### config.mk
export PLATFORM = sky130hd
export DESIGN_NAME = lockwait_memctl
export DESIGN_NICKNAME = d
export VERILOG_FILES = /design/src/rtl/mc_pkg.sv /design/src/rtl/mc_xlate.sv /design/src/rtl/mc_wait_cnt.sv /design/src/rtl/mc_arb.sv /design/src/rtl/lockwait_memctl.sv
export SDC_FILE = /design/constraint.sdc
export NUM_CORES = 1
export LEC_CHECK = 0
export BUFFER_PORTS_ARGS = -buffer_cell sky130_fd_sc_hd__buf_2
export CELL_PAD_IN_SITES_DETAIL_PLACEMENT = 0
export CELL_PAD_IN_SITES_GLOBAL_PLACEMENT = 1
export CORE_ASPECT_RATIO = 0.7
export CORE_UTILIZATION = 41
export CTS_CLUSTER_DIAMETER = 120
export DETAILED_ROUTE_END_ITERATION = 16
export PLACE_DENSITY_LB_ADDON = 0.1
export RECOVER_POWER = 50
export SYNTH_ARGS = -nofsm -noshare
export SYNTH_HDL_FRONTEND = slang
export SYNTH_SLANG_ARGS = --single-unit
### constraint.sdc
create_clock -name clk -period 5 [get_ports clk]
set_input_delay 1 -clock clk [delete_from_list [all_inputs] [get_ports clk]]
set_output_delay 1 -clock clk [all_outputs]
set_load 0.01 [all_outputs]
### src/rtl/mc_pkg.sv
package mc_pkg;
    typedef enum logic [1:0] {
        CYC_INT  = 2'b00,
        CYC_SEQ  = 2'b01,
        CYC_NSEQ = 2'b10,
        CYC_AUX  = 2'b11
    } cyc_e;

    typedef enum logic [1:0] {
        ST_IDLE  = 2'd0,
        ST_XLATE = 2'd1,
        ST_STALL = 2'd2,
        ST_EXT   = 2'd3
    } mc_state_e;
endpackage

### src/rtl/mc_xlate.sv
module mc_xlate #(
    parameter int          ADDR_W      = 32,
    parameter logic [31:0] XLATE_LIMIT = 32'h00FF_FFFF
) (
    input  logic              clk,
    input  logic              rst_n,
    input  logic              cap,
    input  logic [ADDR_W-1:0] addr_in,
    output logic              fault
);
    localparam logic [ADDR_W-1:0] LIMIT_W = ADDR_W'(XLATE_LIMIT);

    logic [ADDR_W-1:0] addr_q;

    // The address register loads only on a non-sequential dispatch.
    // Between dispatches the translation logic is quiet.
    always_ff @(posedge clk or negedge rst_n) begin
        if (!rst_n)
            addr_q <= '0;
        else if (cap)
            addr_q <= addr_in;
    end

    assign fault = (addr_q > LIMIT_W);


    xlate_quiet_chk: assert property (@(posedge clk) disable iff (!rst_n)
        !cap |=> $stable(addr_q));
endmodule

### src/rtl/mc_wait_cnt.sv
module mc_wait_cnt #(
    parameter int N_WAIT = 2
) (
    input  logic clk,
    input  logic rst_n,
    input  logic load,
    input  logic dec,
    output logic done
);
    localparam int CNT_W = (N_WAIT > 2) ? $clog2(N_WAIT) : 1;

    generate
        if (N_WAIT > 1) begin : g_count
            localparam logic [CNT_W-1:0] LOAD_V = CNT_W'(N_WAIT - 2);
            logic [CNT_W-1:0] cnt_q;

            always_ff @(posedge clk or negedge rst_n) begin
                if (!rst_n)
                    cnt_q <= '0;
                else if (load)
                    cnt_q <= LOAD_V;
                else if (dec)
                    cnt_q <= cnt_q - 1'b1;
            end

            assign done = (cnt_q == '0);


            wait_dec_chk: assert property (@(posedge clk) disable iff (!rst_n)
                dec |-> (cnt_q != '0));

            wait_range_chk: assert property (@(posedge clk) disable iff (!rst_n)
                cnt_q <= LOAD_V);
        end else begin : g_none
            logic unused_in;
            assign unused_in = load ^ dec ^ clk ^ rst_n;
            assign done      = 1'b1;
        end
    endgenerate
endmodule

### src/rtl/mc_arb.sv
module mc_arb (
    input  logic boundary,
    input  logic ext_req,
    input  logic lock,
    output logic take_ext
);
    // The other master wins at a boundary unless the processor is locked.
    assign take_ext = boundary & ext_req & ~lock;
endmodule

### src/rtl/lockwait_memctl.sv
module lockwait_memctl #(
    parameter int          ADDR_W      = 32,
    parameter int          N_WAIT      = 2,
    parameter logic [31:0] XLATE_LIMIT = 32'h00FF_FFFF
) (
    input  logic              clk,
    input  logic              rst_n,
    input  logic [1:0]        cyc_type,
    input  logic [ADDR_W-1:0] addr,
    input  logic              wr,
    input  logic              lock,
    input  logic              ext_req,
    output logic              nwait_n,
    output logic              abort,
    output logic              ext_gnt,
    output logic              mem_en,
    output logic              mem_we,
    output logic [ADDR_W-1:0] mem_addr
);
    import mc_pkg::*;

    localparam bit MULTI_WAIT = (N_WAIT > 1);

    mc_state_e         st_q, st_d;
    logic              hold_q, hold_d;
    logic              en_d, abort_d, gnt_d, we_d;
    logic [ADDR_W-1:0] addr_d;
    logic              cap, cnt_load, cnt_dec, cnt_done, fault, take_ext;
    logic              boundary, is_mem;

    assign boundary = (st_q == ST_IDLE) || (st_q == ST_EXT);
    assign is_mem   = (cyc_type == CYC_SEQ) || (cyc_type == CYC_NSEQ);

    mc_arb u_arb (
        .boundary (boundary),
        .ext_req  (ext_req),
        .lock     (lock),
        .take_ext (take_ext)
    );

    mc_xlate #(
        .ADDR_W      (ADDR_W),
        .XLATE_LIMIT (XLATE_LIMIT)
    ) u_xlate (
        .clk     (clk),
        .rst_n   (rst_n),
        .cap     (cap),
        .addr_in (addr),
        .fault   (fault)
    );

    mc_wait_cnt #(
        .N_WAIT (N_WAIT)
    ) u_cnt (
        .clk   (clk),
        .rst_n (rst_n),
        .load  (cnt_load),
        .dec   (cnt_dec),
        .done  (cnt_done)
    );

    // Next-state process
    always_comb begin
        st_d = st_q;
        unique case (st_q)
            ST_IDLE, ST_EXT: begin
                if (take_ext)
                    st_d = ST_EXT;                 // GRANT or stay granted
                else if (cyc_type == CYC_NSEQ)
                    st_d = ST_XLATE;               // DISPATCH_N
                else
                    st_d = ST_IDLE;                // DISPATCH_S, RELEASE, internal
            end
            ST_XLATE: begin
                if (fault)
                    st_d = ST_IDLE;                // FAULT
                else if (MULTI_WAIT)
                    st_d = ST_STALL;               // LONG
                else
                    st_d = ST_IDLE;                // SHORT
            end
            ST_STALL: begin
                if (cnt_done)
                    st_d = ST_IDLE;                // FINISH
            end
            default: st_d = ST_IDLE;
        endcase
    end

    // Output-decode process
    always_comb begin
        hold_d   = 1'b0;
        en_d     = 1'b0;
        abort_d  = 1'b0;
        gnt_d    = 1'b0;
        we_d     = mem_we;
        addr_d   = mem_addr;
        cap      = 1'b0;
        cnt_load = 1'b0;
        cnt_dec  = 1'b0;
        unique case (st_q)
            ST_IDLE, ST_EXT: begin
                if (take_ext) begin
                    gnt_d  = 1'b1;
                    hold_d = is_mem;
                end else if (cyc_type == CYC_NSEQ) begin
                    hold_d = 1'b1;
                    cap    = 1'b1;
                    we_d   = wr;
                    addr_d = addr;
                end else if (cyc_type == CYC_SEQ) begin
                    en_d   = 1'b1;
                    we_d   = wr;
                    addr_d = addr;
                end
            end
            ST_XLATE: begin
                if (fault) begin
                    abort_d = 1'b1;
                end else if (MULTI_WAIT) begin
                    hold_d   = 1'b1;
                    cnt_load = 1'b1;
                end else begin
                    en_d = 1'b1;
                end
            end
            ST_STALL: begin
                if (cnt_done) begin
                    en_d = 1'b1;
                end else begin
                    hold_d  = 1'b1;
                    cnt_dec = 1'b1;
                end
            end
            default: ;
        endcase
    end

    // State and registered outputs
    always_ff @(posedge clk or negedge rst_n) begin
        if (!rst_n) begin
            st_q     <= ST_IDLE;
            hold_q   <= 1'b0;
            mem_en   <= 1'b0;
            abort    <= 1'b0;
            ext_gnt  <= 1'b0;
            mem_we   <= 1'b0;
            mem_addr <= '0;
        end else begin
            st_q     <= st_d;
            hold_q   <= hold_d;
            mem_en   <= en_d;
            abort    <= abort_d;
            ext_gnt  <= gnt_d;
            mem_we   <= we_d;
            mem_addr <= addr_d;
        end
    end

    // The wait output moves on the falling edge only, which stretches the low phase.
    always_ff @(negedge clk or negedge rst_n) begin
        if (!rst_n)
            nwait_n <= 1'b1;
        else
            nwait_n <= ~hold_q;
    end


    always @(nwait_n) begin
        if (rst_n === 1'b1) begin
            nwait_low_phase_chk: assert (clk == 1'b0);
        end
    end


    lock_no_grant_chk: assert property (@(posedge clk) disable iff (!rst_n)
        lock |=> !ext_gnt);


    grant_at_boundary_chk: assert property (@(posedge clk) disable iff (!rst_n)
        $rose(ext_gnt) |-> $past(st_q == ST_IDLE));


    strobe_vs_grant_chk: assert property (@(posedge clk) disable iff (!rst_n)
        !(mem_en && ext_gnt));


    strobe_vs_abort_chk: assert property (@(posedge clk) disable iff (!rst_n)
        !(mem_en && abort));


    abort_single_chk: assert property (@(posedge clk) disable iff (!rst_n)
        abort |=> !abort);


    abort_after_xlate_chk: assert property (@(posedge clk) disable iff (!rst_n)
        abort |-> $past(st_q == ST_XLATE));


    seq_zero_wait_chk: assert property (@(posedge clk) disable iff (!rst_n)
        (st_q == ST_IDLE && cyc_type == CYC_SEQ && !take_ext) |=> (mem_en && !hold_q));
endmodule

Word level (Yosys, flattened, before mapping)
Cells that the tools add are included.
Word-level totals
  flip-flop bits (word level): 73
  output and inout bits: 37
  word-level logic and storage cells: 59
Operators by class
  equality and inequality tests: 6
  order comparisons: 1
  bitwise operators: 5
  reductions and logical operators: 7
  mux-type cells: 29
  add/subtract/negate cells: 1
Operators by type and width (number)
  32-bit 2-to-1 mux: 2
  32-bit by 24-bit greater-than comparator with 1-bit output, second input constant: 1
  1-bit 2-to-1 mux: 21
  2-bit == test, second input constant: 3
  2-bit 2-to-1 mux: 3
  1-bit case mux with 3 select lines: 2
  2-bit case mux with 3 select lines: 1
  2-bit by 1-bit == test with 1-bit output, second input constant: 2
  2-bit nonzero test: 2
  1-bit inverter: 3
  3-bit AND reduction: 1
  1-bit bitwise AND: 2
  2-bit logical NOT: 1
  1-bit logical OR: 2
  2-bit != test, second input constant: 1
  2-bit OR reduction: 1
  1-bit subtractor, second input constant: 1

Depth between registers and ports, before layout
  depth after elaboration: 6
  mapped depth: 6
  gate-level depth less buffers: 5

Modules after synthesis
From an unflattened synthesis, not the netlist that was laid out.
Second synthesis, totals
  cells, all modules: 131
  area, all modules: 2008.2 µm²
By module, submodules not included
  lockwait_memctl: area each 1594.0 µm², cells an instance 105, instances 1
  mc_xlate: area each 364.1 µm², cells an instance 21, instances 1
  mc_wait_cnt: area each 41.3 µm², cells an instance 4, instances 1
  mc_arb: area each 8.8 µm², cells an instance 1, instances 1

==> metrics.txt <==
status finished, violations left; violated checks capacitance limit, slew limit; largest net degree at the start of global routing 49; first-pass GRT wire length between 6000 and 7000 um; synthesized flop and latch total approximately 50; initial antenna violation count 0; Port Buffers 75; number of global-route vias before repair 1,256; RSZ-0062 raised after global routing no; LEAKAGE about 1.3 nW; Fin Hold WS 0.512 ns; Slew @ Worst Pin about 2.5 ns; CTS max path bufs 2; Final Wtd Congestion ~0.68; GRT Total Usage 0.153; Hold WC Path Type reg2reg; delay-heaviest family, CP flip-flops; DR vias/cell 4.61; crit-path cells buf_2; die height roughly 62 um; post-CTS setup buffer count 0; TritonRoute pass-1 iters 4; cell row count 21; vias 1,276; dpl cells 270; Synth Flop Type dfrtp_1; DR WL/cell around 14 um; Clock Pin Slew Worst Setup and Hold Paths around 0.08 ns; n_diodes 0; sequential cell area 1230 um^2; CP peak stage delay 0.50 ns; Non-Filler Cell Area, Final 2610 um^2; WP buf/inv 1; Yosys warnings 0; Setup WS pre-CTS approximately 0.9 ns; Placed Instance Area about 2500 um^2; top-count cell post-synth dfrtp_1; multi-input logic area 767 um^2; EDFF count, synth 0; hpwl dp 2870 um; clk_lat worst skew ~0.35 ns; Post-Synthesis Net Count between 150 and 200; synthesized area approximately 2100 um^2; count of final max-slew check failures 49; Root Driver clkbuf_8; max_slew headroom -0.672; PostCTS Resize Cnt 0; Avg Inst Size Synth 16.2 um^2; die area 5390 um^2; drt drc 0; PD cells 508 nW/um^2; asr flop ratio synth 1.00; CORE AREA around 4800 um^2; slowest stage cell, crit path dfstp_2; Non-Filler Instances between 200 and 300; # IOs 76; clock skew ~0.057 ns; Die Width 87.3 um; CP Capture Type output pin; Seq/Total Area, Yosys 0.587; final wirelength 3910 um; GR Overflow Total 0; Critical Path Fanout Max 1; # clock sinks 49; Worst Path Arrival roughly 3.5 ns; CTS Hold Bufs 0; Post-synth top cells 48 x dfrtp_1, 30 x mux2_4, 11 x mux2_2, 8 x inv_1; Initial Util 0.432; area leader, netlist dfrtp_1; final net count ~250; worst vdd ir around 0.19 mV; startpoint types flop; initial drt markers 46; Required @ worst endpoint about 4 ns; Yosys top cell area share 0.575; share of cells above drive strength 1 0.577; TritonCTS buffer count 5; CTS tree done; Mapped Cells 129; synth top area cells dfrtp_1 57%, mux2_4 22%, mux2_2 5.9%; post-synthesis cell type count 24; final-report setup violation count 0; final hold viol count 0; Max Cap Viol 1; final setup TNS 0 ns; post-route ant nets 0; setup ws final 0.533 ns; FILL cells around 440; Crit Path Category reg2out; H-tree levels 2; Area Overhead vs Synth 24.7%
## state kept, by name, indices dropped and copies added (netlist names)
signal and flops:
u_cnt.g_count.cnt_q 1, mem_addr 32, st_q 2, mem_we 1, nwait_n 1, mem_en 1, hold_q 1, abort 1
u_xlate.addr_q 8, ext_gnt 1
## layout by cell type (no fill, tap or decap), drive strengths merged, types with 2 or more instances in the layout
master,instances
nor4,2
buf,70
nand3,2
dfrtp,48
clkbuf,12
and3,2
inv,8
ha,4
nand2,4
mux2,41
nand2b,2
## kinds of logic after synthesis
| group | Yosys count | synth area share |
|---|---|---|
| AO/OA/AOI/OAI | 7 | 0.0246 |
| adder cells (fa/ha/maj) | 4 | 0.0240 |
| buffers and inverters | 13 | 0.0395 |
| flip-flops | 49 | 0.587 |
| multiplexers | 41 | 0.275 |
| AND/OR/NAND/NOR | 15 | 0.0497 |
## path summary, 6_finish.rpt
path,slack (ns),to,startpoint,cells past startpoint
max,0.53,nwait_n,nwait_n$_DFF_NN1_,1
min,0.51,mem_addr[11]$_DFFE_PN0P_,mem_addr[11]$_DFFE_PN0P_,1
max reg2reg,2.09,nwait_n$_DFF_NN1_,hold_q$_DFF_PN0_,1
min reg2reg,0.51,mem_addr[11]$_DFFE_PN0P_,mem_addr[11]$_DFFE_PN0P_,1
max in group asynchronous,1.79,nwait_n$_DFF_NN1_,rst_n,1
min in group asynchronous,1.72,mem_addr[28]$_DFFE_PN0P_,rst_n,2
## layer usage
layer,part of all wire,up-vias,global-route usage,wire (um)
met5,0,-,0,0
met4,0,0,0.0492,0
met3,0.052,0,0.0383,203
met2,0.47,43,0.227,1820
met1,0.48,631,0.224,1880
li1,-,602,-,-
## stage by stage
stage                util  power [mW]
floorplan               -       0.905
global placement    0.523        1.06
detailed placement  0.523        1.07
CTS                 0.544        1.35
global route        0.539        1.41
finish              0.539        1.33
## where the power goes
part | internal (mW) | switching [mW] | leakage (nW) | total, mW
Sequential | 0.536 | 0.0703 | 0.584 | 0.606
Clock | 0.146 | 0.124 | 0.0555 | 0.270
Combinational | 0.262 | 0.187 | 0.663 | 0.449
## layout make-up
type                       count  share of cell area
clock buffer                   5              0.0264
clock inverter                 3              0.0149
inverter                       7              0.0101
multi-input combinational     67               0.294
sequential                    49               0.471
tap                           69              0.0331
timing repair buffer          77               0.150
Note: power is estimated with default switching activity, not from simulation.
